===== config.mk =====
export PLATFORM = sky130hd
export DESIGN_NAME = prio_resolver
export DESIGN_NICKNAME = d
export VERILOG_FILES = /design/src/rtl/prio_resolver.sv
export SDC_FILE = /design/constraint.sdc
export NUM_CORES = 1
export LEC_CHECK = 0
export ABC_AREA = 0
export ABC_CLOCK_PERIOD_IN_PS = 5250
export BUFFER_PORTS_ARGS = -buffer_cell sky130_fd_sc_hd__buf_2
export CAP_MARGIN = 0
export CORE_MARGIN = 2
export CORE_UTILIZATION = 45
export CTS_CLUSTER_SIZE = 8
export DETAILED_ROUTE_END_ITERATION = 12
export HOLD_SLACK_MARGIN = 0.08
export PLACE_DENSITY = 0.71
export REMOVE_ABC_BUFFERS = 1
export SYNTH_ARGS = -nofsm -noshare
export SYNTH_HDL_FRONTEND = slang
export SYNTH_SLANG_ARGS = --single-unit

===== constraint.sdc =====
create_clock -name clk -period 5.25 [get_ports clk]
set_input_delay 0.525 -clock clk [delete_from_list [all_inputs] [get_ports clk]]
set_output_delay 0.525 -clock clk [all_outputs]
set_load 0.01 [all_outputs]

===== src/rtl/prio_resolver.sv =====
module prio_resolver #(
  parameter int N = 8,
  parameter int CASCADE_LINE = 2
) (
  input  logic                 clk,
  input  logic                 rst_n,
  input  logic [N-1:0]         req_vec,
  input  logic [N-1:0]         mask_vec,
  input  logic [N-1:0]         svc_vec,
  input  logic [$clog2(N)-1:0] rot_ofs,
  input  logic                 masked_svc_en,
  input  logic                 nest_excl_en,
  input  logic                 is_primary,
  output logic                 win_valid,
  output logic [$clog2(N)-1:0] win_line,
  output logic                 int_out
);
  localparam int W = $clog2(N);
  localparam logic [W:0] NONE = (W+1)'(N);
  localparam logic [N-1:0] CAS_BIT = N'(1) << CASCADE_LINE;

  function automatic logic [W:0] rank(input logic [N-1:0] v, input logic [W-1:0] ofs);
    rank = NONE;
    for (int k = N - 1; k >= 0; k--)
      if (v[(int'(ofs) + k) % N]) rank = (W+1)'(k);
  endfunction

  logic [N-1:0] cand, svc_eff;
  logic [W:0]   req_rank, cur_rank;
  logic [W-1:0] line_sum;

  assign cand     = req_vec & ~mask_vec;
  assign svc_eff  = svc_vec & ~(masked_svc_en ? mask_vec : '0)
                            & ~((nest_excl_en && is_primary) ? CAS_BIT : '0);
  assign req_rank = rank(cand, rot_ofs);
  assign cur_rank = rank(svc_eff, rot_ofs);
  assign line_sum = req_rank[W-1:0] + rot_ofs;
  assign win_valid = req_rank < cur_rank;
  assign win_line  = win_valid ? line_sum : '0;

  always_ff @(posedge clk or negedge rst_n)
    if (!rst_n) int_out <= 1'b0;
    else        int_out <= win_valid;

  AST_PIN_LAGS_VALID: assert property (@(posedge clk) disable iff (!rst_n)
    $past(rst_n) |-> int_out == $past(win_valid));
  AST_NO_CAND_NO_WIN: assert property (@(posedge clk) disable iff (!rst_n)
    ((req_vec & ~mask_vec) == '0) |-> !win_valid);
  AST_WIN_IS_CAND: assert property (@(posedge clk) disable iff (!rst_n)
    win_valid |-> (req_vec[win_line] && !mask_vec[win_line]));
  AST_WIN_NOT_IN_SVC: assert property (@(posedge clk) disable iff (!rst_n)
    (win_valid && !(nest_excl_en && is_primary && win_line == W'(CASCADE_LINE)))
      |-> !svc_vec[win_line]);
  AST_IDLE_LINE_ZERO: assert property (@(posedge clk) disable iff (!rst_n)
    !win_valid |-> win_line == '0);
endmodule


Word-level counts from Yosys, hierarchy flattened --
Cells that the tools add are included.
Operators by class: reduce and logical (&&, ||, !) cells 8, shift operators 0, divide/modulo/power cells 0, bitwise logic cells 13, eq/ne operators 0, multipliers 0, $lt $le $gt $ge 9, add/subtract/negate cells 8, multiplexer cells 65
Operators by type and width (count):
- 4-bit 2-to-1 mux | 16
- 1-bit binary-select mux with 3-bit select | 16
- 4-bit by 5-bit < comparator with 1-bit output, second input constant | 7
- 1-bit 2-to-1 mux | 30
- 8-bit AND | 3
- 3-bit OR reduction | 7
- 8-bit inverter | 2
- 3-bit adder, second input constant | 4
- 8-bit 2-to-1 mux | 1
- 3-bit inverter with 8-bit output | 1
- 1-bit AND, first input constant | 7
- 3-bit by 2-bit adder with 3-bit output, second input constant | 2
- 3-bit 2-to-1 mux | 2
- 3-bit by 4-bit < comparator with 1-bit output, second input constant | 1
- 4-bit < comparator | 1
- 3-bit by 1-bit adder with 3-bit output, second input constant | 1
- 3-bit adder | 1
- 1-bit logical AND | 1
Storage, ports and cells: logic and storage cells 104, output and inout bits 5, input port bits 32, bits in registers 1, memories kept 0, ROM bits 0, RAM bits 0, latch bits 0

Depth between registers and ports, before layout --
depth after elaboration 17, depth in mapped cells 16, depth with buffers taken out 14

Least setup slack after synthesis --
No wires, ideal clock.
path kind in2out, start point input port rot_ofs[1], end point output port win_line[1], buffers on the path 1, path slack 0.960 ns, stages on the path 15, arrival time 3.765 ns, data required time 4.725 ns, cell sequence clkinv_1 > ha_1 > clkbuf_1 > mux4_1 > nor2b_1 > a2111oi_0 > a21oi_1 > nand4b_1 > or2_1 > ha_1 > o211ai_1 > nor3_1 > nand3_1 > nand2_1 > a211oi_1
On the way: word-level cells in the longest chain between the ends 14, elaborated cells between the ends (all ways) 72, those cells by class add/sub: 8; order compare: 1; mux: 63
RTL lines:
- from (decl) | RTL line 10 | input logic [$clog2(N)-1:0] rot_ofs,
- 3-bit adder | RTL line 25 | if (v[(int'(ofs) + k) % N]) rank = (W+1)'(k);
- 1-bit binary-select mux with 3-bit select | RTL line 25
- 1-bit 2-to-1 mux (implied by the code) (2 in series) | RTL line 25
- 4-bit 2-to-1 mux (8 in series) | RTL line 25
- 4-bit < comparator / 3-bit adder (equally long branches) | RTL line 38, 37
- 3-bit 2-to-1 mux * | RTL line 39 | assign win_line = win_valid ? line_sum : '0;
- to (decl) | RTL line 15 | output logic [$clog2(N)-1:0] win_line,
Mark *: on every way between the ends. The rest lies on a longest branch, timed or not. The select of a mux whose other input is x is not followed.

Final worst setup path --
start point input port rot_ofs[0], end point output port win_line[2]
The elaborated chain is that of the path after synthesis.

==> summary by stage <==
Layout
The share of final-layout standard cells stronger than drive strength 1 is 0.328. The number of antenna repair diodes is 0. The flip-flop count of the largest register, all copies and words added is 1. The filler cells instantiated in the layout total 274. At the end of the flow, the number of nets in the layout was 218. Compared with the post-synthesis result, the final layout area differs by 14.9%. The register bank with the most flops is int_out.

The largest registers in the layout are int_out (1).

Die
The initial core utilization is 0.471. The floorplan step defined a die boundary enclosing 3330 sq um. The row count is 19. The height of the chip is 57.7 microns. The x dimension of the die is 57.7 microns. The total I/O pin count is 37. The core box area is 2760 sq um.

Synthesis
A synthesized cell averages 8.89 sq um. Yosys mapped a number of flops with a built-in enable equal to 0. By area the synthesized netlist is led by mux4_2 10%, mux4_1 10%, ha_1 5.8%. The gate count after technology mapping is 146. Counting flops with an async set or reset pin after synthesis yields a share of 1.00. The proportion of synthesized chip area in sequential cells is 0.0193. Counting distinct cell types in the post-synthesis netlist gives 52.

The library cell with the largest summed area after synthesis is mux4_2. In this run, synthesis produced a sequential element count of 1. Of the post-synthesis cell area, the dominant cell type holds 0.104. The most used flip-flop cell after synthesis is dfrtp_1. The commonest cells after synthesis are 12 x nor2b_1, 11 x nand2_1, 10 x a21oi_1. Yosys instantiated no cell more often than nor2b_1. The yosys synthesis warning count is 0. The synthesized netlist occupies a cell area of 1300 sq um.

Worst setup path
Data arrives at the worst endpoint at 4.18 ns. The worst setup path is captured at a primary output. The kind of critical path is in2out. The highest fanout seen on the critical path is 19.

The data required time of the critical path is 4.72 ns. STA classifies the critical path startpoint as an input port.

Global route
The number of global-route vias before repair is 1190. Entering global routing, the biggest net connects 20 pins. The number of antenna violations at the first check in global routing is 0. The total congestion overflow is 0. The total routing resource utilization after global routing is 0.194. The first global-routing pass estimated 5290 microns of wire.

STA
In the final timing run, aggregate negative setup slack is 0 ns. The final number of hold-violating endpoints is 0. Subtracting the final worst setup slack from the clock period gives 4.71 ns. Setup slack on the critical path of the routed design comes to 0.545 ns. At the pin with the least slew margin, the transition time is 0.534 ns.

Setup repair after global routing left no endpoint under its margin. The timing-limited maximum frequency is 213 MHz. The final worst-path cycle share is 0.896.

Setup violations remaining at the end of the flow were counted as 0. The final max-slew violation count is 0. The worst pin sits at a relative slew slack of 0.641. The worst hold margin is 0.299 ns.

Clocking
The number of hold-repair buffers added at the cts stage is 0. Post-CTS timing repair inserted 0 buffers for setup. The register clock-pin slew on the reported worst setup and hold paths is 0 ns.

The post-cts sizing count is 0.

Power
The worst-case IR drop observed on VDD is 212 uV. The leakage power is 0.648 nW. The design draws 0.000264 W.

For this design the ratio of total power to cell area is 177 nW/um^2.

Detailed routing
The number of iterations in the first detailed-routing pass is 4. After detailed routing, the number of vias per cell comes to 6.29. The count of nets left with antenna violations once routing finished came out at 0. The routed layout has 1308 vias. The final wirelength is 3290 microns. After the first detailed-routing iteration, the DRC count stood at 37. For this run, design rule violations remaining after detail routing come to 0.

In the final routed layout, each cell accounts on average for 15.8 microns.

Placed design
The pre-CTS setup slack is 0.554 ns. The number of I/O port buffers is 36. The final weighted congestion of routability-driven global placement is 0.855. The placed wire-length estimate after detailed placement is 2800 microns.

Run status
The flow ran to the end, and the final reports show no timing, DRC or antenna violations.

Hold path
The tightest min-delay check is of the in2async type.

Flow run
Across the run, the number of max-cap violations was 0.
## stage by stage
step,cells,instance area (sq um),utilization
floorplan,140,1260,-
global placement,208,1490,0.540
detailed placement,208,1490,0.540
CTS,208,1490,0.540
global route,208,1490,0.540
finish,208,1490,0.540
## final timing paths
check                           start  depth (start not counted)     endpoint
max in group asynchronous       rst_n                          1      int_out
worst min-delay path            rst_n                          1      int_out
worst max-delay path       rot_ofs[0]                         16  win_line[2]
min in group clk              int_out                          1      int_out
## area by class of cell
type | instances | area, sq um | share of cell area
inverter | 6 | 30.0 | 0.0202
multi-input combinational | 133 | 1210 | 0.811
sequential | 1 | 25.0 | 0.0168
tap | 31 | 38.8 | 0.0260
timing repair buffer | 37 | 188 | 0.126
## critical path, stage by stage
cell	delay, ns
buf_2	0.38
inv_8	0.09
ha_1	0.33
xnor2_4	0.26
mux4_2	0.59
o21ai_0	0.18
a21oi_1	0.09
or3_1	0.37
and3_1	0.19
ha_1	0.31
o211ai_1	0.21
nor3_1	0.07
nand3_1	0.11
nand2_1	0.10
a211oi_1	0.20
buf_2	0.16
## where the power goes
part | internal (W) | total [W] | switching (W)
combinational | 0.000118 | 0.000251 | 0.000134
clock | 0 | 0 | 0
sequential | 0.0000118 | 0.0000125 | 0.000000681
total | 0.000130 | 0.000264 | 0.000134
## layer usage
layer | vias up | part of all wire | global-route usage
met2 | 48 | 0.49 | 0.339
met3 | 2 | 0.058 | 0.00893
li1 | 642 | - | -
met5 | - | 0 | 0
met4 | 0 | 0.0061 | 0.0266
met1 | 616 | 0.45 | 0.274
## placed cells by master (no fill, tap or decap), types with 5 or more instances in the layout
cell | netlist | routed
mux2i_1 | 5 | 5
mux4_2 | 6 | 6
mux4_1 | 5 | 5
nand2_1 | 11 | 11
a21oi_1 | 10 | 10
nor2b_1 | 12 | 12
buf_2 | 0 | 36
nor2_1 | 5 | 5
a21boi_0 | 6 | 6
nand3_1 | 6 | 6
ha_1 | 6 | 6
## logic make-up (layout without fill, tap and decap cells)
| logic type | Yosys count | after routing | synth area share |
|---|---|---|---|
| mux | 24 | 24 | 0.325 |
| buf+inv | 12 | 43 | 0.0492 |
| xor+xnor | 6 | 6 | 0.0550 |
| compound gates | 43 | 43 | 0.247 |
| fa+ha+maj | 7 | 7 | 0.0733 |
| flops | 1 | 1 | 0.0193 |
| simple gates | 53 | 53 | 0.231 |
Power figures use the tool's default switching activity.
